**src/rtl/enc_gated_counter.sv**
```systemverilog
module enc_gated_counter #(
  parameter int CNT_W  = 32,
  parameter int SYNC_N = 2
) (
  input  logic             clk,
  input  logic             rst_n,
  input  logic [1:0]       cfg_mode,
  input  logic             cfg_dir_inv,
  input  logic             cfg_hwgate_en,
  input  logic             sw_gate,
  input  logic             trk_a,
  input  logic             trk_b,
  input  logic             hw_gate_in,
  input  logic             latch_in,
  input  logic             load,
  input  logic [CNT_W-1:0] load_val,
  input  logic             cmp_en,
  input  logic [CNT_W-1:0] cmp_val,
  input  logic             sw_out,
  output logic [CNT_W-1:0] count,
  output logic [CNT_W-1:0] latch_val,
  output logic             gate_open,
  output logic             out_q
);

  localparam logic [1:0] M_PDIR = 2'd0;
  localparam logic [1:0] M_X1   = 2'd1;
  localparam logic [1:0] M_X2   = 2'd2;
  localparam logic [1:0] M_X4   = 2'd3;
  localparam logic [CNT_W-1:0] ONE = {{(CNT_W-1){1'b0}}, 1'b1};

  logic [SYNC_N-1:0] sa, sb, sg, sl;
  logic a_s, b_s, g_s, l_s;
  logic a_p, b_p, g_p, l_p;
  logic a_ed, b_ed, g_rise, g_fall, l_rise;
  logic hw_open;
  logic stp, up, dir;
  logic cmp_hit;

  always_ff @(posedge clk or negedge rst_n) begin
    if (!rst_n) begin
      sa <= '0;
      sb <= '0;
      sg <= '0;
      sl <= '0;
    end else begin
      sa <= {sa[SYNC_N-2:0], trk_a};
      sb <= {sb[SYNC_N-2:0], trk_b};
      sg <= {sg[SYNC_N-2:0], hw_gate_in};
      sl <= {sl[SYNC_N-2:0], latch_in};
    end
  end

  assign a_s = sa[SYNC_N-1];
  assign b_s = sb[SYNC_N-1];
  assign g_s = sg[SYNC_N-1];
  assign l_s = sl[SYNC_N-1];

  always_ff @(posedge clk or negedge rst_n) begin
    if (!rst_n) begin
      a_p <= 1'b0;
      b_p <= 1'b0;
      g_p <= 1'b0;
      l_p <= 1'b0;
    end else begin
      a_p <= a_s;
      b_p <= b_s;
      g_p <= g_s;
      l_p <= l_s;
    end
  end

  assign a_ed   = a_s ^ a_p;
  assign b_ed   = b_s ^ b_p;
  assign g_rise = g_s & ~g_p;
  assign g_fall = ~g_s & g_p;
  assign l_rise = l_s & ~l_p;

  always_comb begin
    stp = 1'b0;
    up  = 1'b0;
    case (cfg_mode)
      M_PDIR: if (a_ed && a_s) begin
        stp = 1'b1;
        up  = ~b_s;
      end
      M_X1: if (a_ed && a_s && !b_ed) begin
        stp = 1'b1;
        up  = ~b_s;
      end
      M_X2: if (a_ed && !b_ed) begin
        stp = 1'b1;
        up  = a_s ^ b_s;
      end
      M_X4: if (a_ed ^ b_ed) begin
        stp = 1'b1;
        up  = a_ed ? (a_s ^ b_s) : ~(a_s ^ b_s);
      end
      default: ;
    endcase
  end

  assign dir = up ^ cfg_dir_inv;

  always_ff @(posedge clk or negedge rst_n) begin
    if (!rst_n)      hw_open <= 1'b0;
    else if (g_rise) hw_open <= 1'b1;
    else if (g_fall) hw_open <= 1'b0;
  end

  assign gate_open = sw_gate & (hw_open | ~cfg_hwgate_en);

  always_ff @(posedge clk or negedge rst_n) begin
    if (!rst_n)                 count <= '0;
    else if (load)              count <= load_val;
    else if (gate_open && stp)  count <= dir ? count + ONE : count - ONE;
  end

  always_ff @(posedge clk or negedge rst_n) begin
    if (!rst_n)      latch_val <= '0;
    else if (l_rise) latch_val <= count;
  end

  assign cmp_hit = $signed(count) >= $signed(cmp_val);

  always_ff @(posedge clk or negedge rst_n) begin
    if (!rst_n) out_q <= 1'b0;
    else        out_q <= cmp_en ? cmp_hit : sw_out;
  end

  assert_closed_gate_holds_R2: assert property (@(posedge clk) disable iff (!rst_n)
    (!gate_open && !load) |=> (count == $past(count)));

  assert_single_step_R13: assert property (@(posedge clk) disable iff (!rst_n)
    !load |=> ((count == $past(count)) || (count == $past(count) + ONE) ||
               (count == $past(count) - ONE)));

  assert_hw_open_on_rise_R3: assert property (@(posedge clk) disable iff (!rst_n)
    $rose(hw_open) |-> ($past(g_s) && !$past(g_p)));

  assert_hw_close_on_fall_R3: assert property (@(posedge clk) disable iff (!rst_n)
    $fell(hw_open) |-> (!$past(g_s) && $past(g_p)));

  assert_latch_capture_R9: assert property (@(posedge clk) disable iff (!rst_n)
    l_rise |=> (latch_val == $past(count)));

  assert_latch_hold_R9: assert property (@(posedge clk) disable iff (!rst_n)
    !l_rise |=> $stable(latch_val));

  assert_load_wins_R10: assert property (@(posedge clk) disable iff (!rst_n)
    load |=> (count == $past(load_val)));

  assert_direct_out_R12: assert property (@(posedge clk) disable iff (!rst_n)
    !cmp_en |=> (out_q == $past(sw_out)));

  assert_double_ignored_R7: assert property (@(posedge clk) disable iff (!rst_n)
    (a_ed && b_ed && cfg_mode != M_PDIR && !load) |=> (count == $past(count)));

endmodule

```
**config.mk**
```make
export PLATFORM = sky130hd
export DESIGN_NAME = enc_gated_counter
export DESIGN_NICKNAME = d
export VERILOG_FILES = /design/src/rtl/enc_gated_counter.sv
export SDC_FILE = /design/constraint.sdc
export NUM_CORES = 1
export LEC_CHECK = 0
export BUFFER_PORTS_ARGS = -buffer_cell sky130_fd_sc_hd__buf_4
export CORE_MARGIN = 1
export CORE_UTILIZATION = 35
export CTS_CLUSTER_SIZE = 16
export DETAILED_ROUTE_END_ITERATION = 8
export PLACE_DENSITY_LB_ADDON = 0.3
export RECOVER_POWER = 100
export SLEW_MARGIN = 5
export SYNTH_ARGS = -nofsm -noshare
export SYNTH_HDL_FRONTEND = slang
export SYNTH_SLANG_ARGS = --single-unit
export TNS_END_PERCENT = 5
```
**constraint.sdc**
```tcl
create_clock -name clk -period 4.5 [get_ports clk]
set_input_delay 1.35 -clock clk [delete_from_list [all_inputs] [get_ports clk]]
set_output_delay 1.35 -clock clk [all_outputs]
set_load 0.02 [all_outputs]
```
==> impl_metrics.py, run 1 <==
metrics = {
    "layout": {
        "nNetsFinal": 863,
        "seq_area_um2": 1950,
        "area_growth_pct": 24.8,
        "fin_cells": 965,
        "n_antenna_cell": 0,
        "multiInputGateArea_um2": 3260,
        "fillCellCount": 1576,
        "drive_above_1_share_pct": 22.1,
    },
    "die": {
        "pin_count": 144,
        "die_w_um": 127,
        "num_rows": 45,
        "core-area_um2": 15300,
        "start_util_pct": 35.9,
        "dieArea_um2": 16200,
        "die_height_um": 127,
    },
    "clock_tree": {
        "cts.sinks": 78,
        "cts.path.max_buffers": 2,
        "cts_tree": "yes",
        "cts_setup_buffers": 0,
        "hold_buffers": 0,
        "clock_latency_ns": 0.35,
        "cts_resized": 0,
        "cts_buffers": 9,
        "htreeDepth": 3,
        "root_buffer": "clkbuf_16",
        "path_clk_slew_ns": 0.06,
    },
    "synth": {
        "synth_most_common_cell": "dfrtp_1",
        "syn_area_per_cell_um2": 8.82,
        "async_reset_ff_share_pct": 100,
        "synth_top_family_by_area": "simple AND/OR/NAND/NOR gates",
        "yosys_register_bits": 78,
        "synth-simple-area-share_pct": 22.8,
        "ys_types": 65,
        "ys.flop_type": "dfrtp_1",
        "muxShareOfSynthArea_pct": 9.31,
        "synth_xor_area_share_pct": 4.63,
        "synthAdderAreaFrac_pct": 8.21,
        "synth_edf_count": 0,
        "synth-compound-area-share_pct": 13.2,
        "ys_top_cells_by_count": "dfrtp_1 (78), nand2_1 (53), o21ai_0 (47)",
        "yosysSeqAreaShare_pct": 35.6,
        "yosysWarningCount": 0,
        "yosys.area.top_type": "dfrtp_1",
        "syn_nets": 736,
        "netlist_top_cells_area": "dfrtp_1 (36%), ha_1 (8.2%), mux2_2 (8.2%), o21ai_0 (4.3%), nand2_1 (3.6%)",
        "synth_cells": 622,
        "netlist_area_um2": 5490,
        "yosys.area.top_type_share_pct": 35.6,
    },
    "worst_setup_path": {
        "worst-setup-path-type": "flip-flop to flip-flop",
        "rr_worst_depth": 12,
        "crit_fanout": 23,
        "r2r_end": "count[29]",
        "r2r_setup_slack_ns": 0.19,
        "arrival_ns": 4.53,
        "worstPathRequired_ns": 4.72,
        "cp-end-kind": "flip-flop",
        "startpoint_type": "flip-flop",
        "reg2reg_from": "sa[1]",
    },
    "sta": {
        "rsz0062_at_grt": "false",
        "max_freq_mhz": 232,
        "setup_violations": 0,
        "relSlewSlack_pct": -33.2,
        "final-max-slew-violation-count": 114,
        "period_share_pct": 95.7,
        "skew_ns": 0.00752,
        "tightest_slew_ns": 2.00,
        "setup_tns_ns": 0,
        "timing.final.hold_violations": 0,
        "fin_crit_ns": 4.31,
    },
    "run_status": {
        "violations": "max-capacitance violations, max-slew violations",
        "status": "finished, violations left",
    },
    "power": {
        "internal_power_mw": 1.42,
        "pwr-share-clk_pct": 30.2,
        "swShare_pct": 36.6,
        "leakage_nw": 2.86,
        "share_comb_of_total_power_pct": 27.9,
        "switching_power_mw": 0.822,
        "ir_worst_vdd_v": 0.000146,
        "power_density_nw_per_um2": 328,
        "p_seq_share_pct": 41.9,
    },
    "worst_hold_path": {
        "holdPathEnd": "sa[1]",
        "whs_path_depth": 0,
        "hold_path.class": "flip-flop to flip-flop",
        "worstHoldStart": "sa[0]",
    },
    "route": {
        "num_vias": 5296,
        "via_per_inst": 5.49,
        "drtIter0Drc": 333,
        "route.detailed.drc": 0,
        "drtPass1Iterations": 8,
        "detail-route-antenna-nets": 0,
        "wire_per_inst_um": 19.5,
        "routed_wl_mm": 18.8,
    },
    "grt": {
        "grt_usage_pct": 24.1,
        "antenna_found_initial": 0,
        "grt_max_degree": 79,
        "grt_pass1_vias": 5284,
        "gr-total-overflow": 0,
        "grt_pass1_wl_mm": 29.5,
    },
    "placement": {
        "globalplace.congestion": 0.858,
        "portBuffers": 143,
        "hpwl_mm": 13.7,
        "place_inst": 949,
    },
    "flow_run": {
        "maxCapViolations": 2,
    },
}
-- sequential cells by signal, summed over array words and instances, names as in the netlist --
register	flops
g_p	1
sl	2
b_p	1
a_p	1
sg	2
sb	2
hw_open	1
count	32
l_p	1
sa	2
latch_val	32
out_q	1
-- worst max-delay path by stage --
stage	slack [ns]	endpoint	startpoint
final	0.19	count[29]	sa[1]
after global routing	0.06	count[31]	sa[1]
after CTS	0.27	count[28]	sa[1]
after detailed placement	-0.01	count[28]	cfg_mode[0]
after global placement	0.05	count[28]	cfg_mode[0]
after floorplan	-0.29	count[28]	cfg_mode[0]
-- critical path, cell delays in order (launching register included) --
cell	delay, ns
dfrtp_1	0.41
ha_1	0.34
inv_1	0.05
ha_1	0.31
nand4bb_1	0.15
mux2i_2	0.13
or3_1	0.66
nand2_1	0.21
clkbuf_1	0.91
nand4_1	0.18
nor3_1	0.54
or3b_2	0.23
nand3_1	0.06
-- power groups by stage --
| stage | Combinational (mW) | Clock (mW) | Sequential [mW] |
|---|---|---|---|
| finish | 0.626 | 0.678 | 0.941 |
| global route | 0.688 | 0.722 | 0.957 |
| CTS | 0.705 | 0.688 | 0.941 |
| detailed placement | 0.702 | 0 | 0.953 |
| global placement | 0.687 | 0 | 0.948 |
| floorplan | 0.346 | 0 | 0.976 |
-- cell usage in the layout (no fill, tap or decap), types with 20 or more instances in the layout --
master and instances:
dfrtp_1 78, buf_4 85, ha_1 36, nor2_1 35, o21ai_0 47, clkbuf_1 72, nand2_1 53, mux2_2 40
a21oi_1 20, inv_1 43, nand4_1 22, nor3_1 34
-- through the flow --
| stage | hold slack (ns) | area [µm²] | util (%) | total power, mW | worst slack [ns] |
|---|---|---|---|---|---|
| after global routing | 0.350 | 6850 | 44.9 | 2.37 | 0.0615 |
| after CTS | 0.348 | 7120 | 46.6 | 2.33 | 0.274 |
| after detailed placement | 0.335 | 6850 | 44.9 | 1.66 | -0.0129 |
| after floorplan | 0.331 | 5590 | - | 1.32 | -0.289 |
| final | 0.347 | 6850 | 44.9 | 2.25 | 0.194 |
| after global placement | 0.334 | 6850 | 44.9 | 1.64 | 0.0487 |
-- area by class of cell --
cell class | count | share of cell area [%]
Inverter | 43 | 2.36
Clock buffer | 11 | 3.40
Multi-Input combinational cell | 456 | 47.6
Timing Repair Buffer | 161 | 13.8
Tap cell | 211 | 3.86
Sequential cell | 78 | 28.5
Clock inverter | 5 | 0.530
-- routing by layer --
layer	vias to the layer above	GRT usage, %	part of all wire (%)
li1	2507	-	-
met1	2589	33.3	47
met2	182	38.5	47
met3	18	3.35	5.0
met4	0	8.89	2.0
met5	-	0	0
-- kinds of logic (layout without fill, tap and decap cells) --
family	count (synthesis)	in the layout
AO/OA/AOI/OAI	111	111
XOR/XNOR	29	29
adder cells (fa/ha/maj)	36	36
buffers and inverters	88	220
flip-flops	78	78
multiplexers	46	46
AND/OR/NAND/NOR	234	234
Note: power is estimated with default switching activity, not from simulation.
==> run 2, diff against run 1 <==
Settings changed: CTS_BUF_LIST from default to sky130_fd_sc_hd__clkbuf_8.
==> impl_metrics.py, run 2 (synthesis results as in run 1) <==
metrics = {
    "route": {
        "wire_per_inst_um": 19.4,
        "detail-route-antenna-nets": 0,
        "top_layer": "met4",
        "drtPass1Iterations": 5,
        "drtIter0Drc": 348,
        "route.met3.wl_mm": 1.01,
        "route.detailed.drc": 0,
        "via_per_inst": 5.45,
        "num_vias": 5261,
        "wl_met2_mm": 8.74,
        "routed_wl_mm": 18.7,
        "met1Wirelength_mm": 8.62,
    },
    "sta": {
        "setup_violations": 0,
        "skew_ns": 0.0143,
        "rsz0062_at_grt": "false",
        "relSlewSlack_pct": -33.6,
        "timing.final.hold_violations": 0,
        "tightest_slew_ns": 2.00,
        "final-max-slew-violation-count": 114,
        "period_share_pct": 95.6,
        "max_freq_mhz": 232,
        "fin_crit_ns": 4.30,
    },
    "layout": {
        "top_regs": "count: 32 flops, latch_val: 32 flops",
        "final_common_cell": "buf_4",
        "n_antenna_cell": 0,
        "area_growth_pct": 22.8,
        "fin_area_um2": 6740,
        "drive_above_1_share_pct": 21.9,
        "nNetsFinal": 863,
        "fin_cells": 965,
        "final_cell_mix": "buf_4 (83), dfrtp_1 (78), clkbuf_1 (72)",
    },
    "placement": {
        "portBuffers": 143,
        "place_inst": 949,
        "globalplace.congestion": 0.858,
        "hpwl_mm": 13.7,
        "placed_cell_area_um2": 6850,
    },
    "clock_tree": {
        "cts_tree": "yes",
        "cts.sinks": 78,
        "cts.path.max_buffers": 2,
        "htreeDepth": 3,
        "clock_latency_ns": 0.37,
        "hold_buffers": 0,
        "cts_setup_buffers": 0,
        "cts_buffers": 9,
        "root_buffer": "clkbuf_8",
        "path_clk_slew_ns": 0.09,
        "cts_resized": 0,
    },
    "worst_setup_path": {
        "cp-end-kind": "flip-flop",
        "worst-setup-path-type": "input pin to flip-flop",
        "critPathLaunch": "cfg_mode[0]",
        "crit_path_top_delay_cell": "or4b_4",
        "arrival_ns": 4.56,
        "reg2reg_from": "sa[1]",
        "rr_worst_depth": 16,
        "worstPathRequired_ns": 4.76,
        "crit_fanout": 7,
        "endpoint": "count[28]",
        "worstPathCellList": "clkbuf_1 -> nand4b_1 -> mux2i_2 -> o21a_4 -> nor2_4 -> xnor2_2 -> ha_1 -> or3_1 -> or4_4 -> o31ai_4 -> a21oi_4 -> or4b_4 -> nand3_2 -> or3b_1",
        "r2r_end": "count[28]",
        "startpoint_type": "input pin",
        "slowest_delay_ns": 0.53,
        "r2r_setup_slack_ns": 0.29,
    },
    "run_status": {
        "status": "finished, violations left",
        "violations": "max-capacitance violations, max-slew violations",
    },
    "die": {
        "die_w_um": 127,
        "die_height_um": 127,
        "num_rows": 45,
        "dieArea_um2": 16200,
        "pin_count": 144,
        "start_util_pct": 35.9,
        "core-area_um2": 15300,
    },
    "worst_hold_path": {
        "whs_path_depth": 0,
        "hold_path.class": "flip-flop to flip-flop",
    },
    "grt": {
        "grt_max_degree": 79,
        "grt_pass1_wl_mm": 29.5,
        "grt_pass1_vias": 5273,
        "gr-total-overflow": 0,
        "grt_usage_pct": 24.1,
        "antenna_found_initial": 0,
    },
    "power": {
        "leakage_nw": 2.82,
        "power_density_nw_per_um2": 302,
        "total_power_mw": 2.04,
        "ir_worst_vdd_v": 0.000142,
    },
    "flow_run": {
        "maxCapViolations": 2,
    },
}
## run 2: power by group
group,internal [mW],total [mW],switching [mW]
registers,0.792,0.939,0.148
logic,0.257,0.625,0.368
clock network,0.196,0.472,0.277
## run 2: how the worst min path moves through the flow
stage / start / endpoint
2_1_floorplan: sa[0] / sa[1]
4_1_cts: sa[0] / sa[1]
3_5_place_dp: sa[0] / sa[1]
3_3_place_gp: sl[0] / sl[1]
6_report: sa[0] / sa[1]
5_1_grt: sb[0] / sb[1]
## run 2: metal layers
metal / GRT usage, % / vias to the layer above
met5: 0 / -
met4: 8.96 / 0
met3: 3.60 / 18
met2: 38.5 / 176
met1: 33.0 / 2572
li1: - / 2495
## run 2: critical path: cells and delay by family
family	cells	cell delay, ns
AND/OR/NAND/NOR	7	1.93
AO/OA/AOI/OAI	3	0.36
multiplexers	1	0.32
buffers and inverters	1	0.26
adder cells (fa/ha/maj)	1	0.20
XOR/XNOR	1	0.13
## run 2: stage by stage
step | setup WS (ns) | hold slack [ns] | setup TNS, ns | utilization (%)
finish | 0.198 | 0.351 | 0 | 44.1
global route | 0.0609 | 0.355 | 0 | 44.1
global placement | 0.0487 | 0.334 | 0 | 44.9
detailed placement | -0.0129 | 0.335 | -0.0129 | 44.9
floorplan | -0.289 | 0.331 | -0.406 | -
CTS | 0.275 | 0.352 | 0 | 46.0
## run 2: area by class of cell
class / count / area [µm²]
Clock buffer: 9 / 124
Timing Repair Buffer: 161 / 936
Sequential cell: 78 / 1950
Tap cell: 211 / 264
Multi-Input combinational cell: 456 / 3260
Inverter: 43 / 161
Clock inverter: 7 / 43.8
Fill cell: 1592 / 8520
==> run 3, diff against run 2 <==
Settings changed: MAX_ROUTING_LAYER from default to met4.
==> impl_metrics.py, run 3 (synthesis results as in run 1) <==
metrics = {
    "route": {
        "routed_wl_mm": 18.9,
        "wire_per_inst_um": 19.5,
        "drtPass1Iterations": 5,
        "route.detailed.drc": 0,
        "detail-route-antenna-nets": 0,
        "via_per_inst": 5.53,
        "drtIter0Drc": 337,
        "num_vias": 5348,
    },
    "worst_setup_path": {
        "crit_path_top_delay_cell": "or4b_4",
        "crit_buf_inv": 1,
        "cpLargestDelayFamily": "simple AND/OR/NAND/NOR gates",
        "slowest_delay_ns": 0.54,
        "crit_fanout": 4,
        "cp-end-kind": "flip-flop",
        "arrival_ns": 4.46,
        "critPathLaunch": "sa[1]",
        "r2r_end": "count[28]",
        "worstPathCellList": "ha_1 -> inv_1 -> ha_1 -> nand4bb_1 -> mux2i_2 -> nor3_1 -> nor2_4 -> xnor2_1 -> ha_2 -> or3_1 -> or4_4 -> o31ai_4 -> a21oi_4 -> or4b_4 -> nand3_2 -> or3b_1",
        "worstPathRequired_ns": 4.75,
        "worst-setup-path-type": "flip-flop to flip-flop",
        "rr_worst_depth": 16,
        "startpoint_type": "flip-flop",
        "r2r_setup_slack_ns": 0.29,
        "reg2reg_from": "sa[1]",
        "cp_common_cell": "ha_1",
    },
    "layout": {
        "n_antenna_cell": 0,
        "nNetsFinal": 865,
        "area_growth_pct": 23.8,
        "drive_above_1_share_pct": 22.2,
        "top_regs": "count: 32 flops, latch_val: 32 flops",
        "final_common_cell": "buf_4",
        "final_cell_mix": "buf_4 (86), dfrtp_1 (78), clkbuf_1 (70)",
    },
    "sta": {
        "tightest_slew_ns": 2.01,
        "relSlewSlack_pct": -33.9,
        "timing.final.hold_violations": 0,
        "rsz0062_at_grt": "false",
        "setup_violations": 0,
        "period_share_pct": 93.6,
        "final-max-slew-violation-count": 114,
        "max_freq_mhz": 237,
        "timing.final.ws_setup_ns": 0.287,
        "fin_crit_ns": 4.21,
        "holdWs_ns": 0.352,
        "skew_ns": 0.0121,
    },
    "die": {
        "dieArea_um2": 16200,
        "die_w_um": 127,
        "die_height_um": 127,
        "core-area_um2": 15300,
        "pin_count": 144,
        "start_util_pct": 35.9,
        "num_rows": 45,
    },
    "grt": {
        "grt_pass1_wl_mm": 29.9,
        "grt_max_degree": 79,
        "antenna_found_initial": 0,
        "grt_usage_pct": 25.2,
        "grt_pass1_vias": 5347,
        "gr-total-overflow": 0,
    },
    "clock_tree": {
        "hold_buffers": 0,
        "cts_buffers": 9,
        "root_buffer": "clkbuf_8",
        "cts_tree": "yes",
        "cts.path.max_buffers": 2,
        "cts_setup_buffers": 0,
        "htreeDepth": 3,
        "path_clk_slew_ns": 0.09,
        "cts.sinks": 78,
        "clock_latency_ns": 0.37,
        "cts_resized": 0,
    },
    "worst_hold_path": {
        "holdPathEnd": "sl[1]",
        "worstHoldStart": "sl[0]",
        "whs_path_depth": 0,
        "hold_path.class": "flip-flop to flip-flop",
    },
    "placement": {
        "portBuffers": 143,
        "globalplace.congestion": 0.874,
        "dp_worst_setup_slack_ns": -0.0160,
        "hpwl_mm": 13.8,
    },
    "power": {
        "leakage_nw": 2.85,
        "internal_power_mw": 1.36,
        "pwr-share-clk_pct": 27.3,
        "power_density_nw_per_um2": 317,
        "ir_worst_vdd_v": 0.000193,
        "share_comb_of_total_power_pct": 29.1,
        "switching_power_mw": 0.792,
        "swShare_pct": 36.8,
        "p_seq_share_pct": 43.6,
    },
    "run_status": {
        "status": "finished, violations left",
        "violations": "max-capacitance violations, max-slew violations",
    },
    "flow_run": {
        "maxCapViolations": 2,
    },
}
-- run 3: cell count changes in the layout (fill, tap and decap cells not counted), sizes merged --
| cell | delta |
|---|---|
| buf | +3 |
| clkbuf | -1 |
| clkinv | -1 |
| clkinvlp | -1 |
| bufinv | +2 |
-- run 3: metrics by stage --
| stage | instance area, µm² | setup TNS [ns] | util, % | total power, mW | instances |
|---|---|---|---|---|---|
| 6_report | 6790 | 0 | 44.5 | 2.15 | 967 |
| 3_5_place_dp | 6860 | -0.0160 | 45.0 | 1.66 | 951 |
| 3_3_place_gp | 6860 | 0 | 45.0 | 1.64 | 951 |
| 5_1_grt | 6790 | 0 | 44.5 | 2.28 | 967 |
| 4_1_cts | 7080 | 0 | 46.4 | 2.25 | 967 |
| 2_1_floorplan | 5590 | -0.406 | - | 1.32 | 622 |
-- run 3: metal layers --
layer	GRT usage, %	up-vias	share of wire (%)
met5	-	-	0
met4	8.89	0	2.4
met3	3.18	24	6.0
met2	39.6	221	46
met1	33.4	2603	45
li1	-	2500	-
-- run 3: how the worst max path moves through the flow --
stage,depth (start not counted),end,slack (ns)
floorplan,17,count[28],-0.29
global placement,14,count[28],0.04
detailed placement,14,count[28],-0.02
finish,16,count[28],0.29
global route,16,count[28],0.09
CTS,16,count[28],0.29
-- run 3: layout make-up --
type	instances	area, µm²
clock buffer	9	124
clock inverter	7	91.3
fill	1607	8470
inverter	43	161
multi-input combinational	456	3240
sequential	78	1950
tap	211	264
timing repair buffer	163	958
-- run 3: power by group through the flow --
| stage | clock network (mW) | registers [mW] | logic [mW] |
|---|---|---|---|
| 2_1_floorplan | 0 | 0.976 | 0.346 |
| 3_3_place_gp | 0 | 0.948 | 0.691 |
| 3_5_place_dp | 0 | 0.952 | 0.704 |
| 4_1_cts | 0.609 | 0.938 | 0.707 |
| 5_1_grt | 0.635 | 0.953 | 0.687 |
| 6_report | 0.586 | 0.937 | 0.626 |
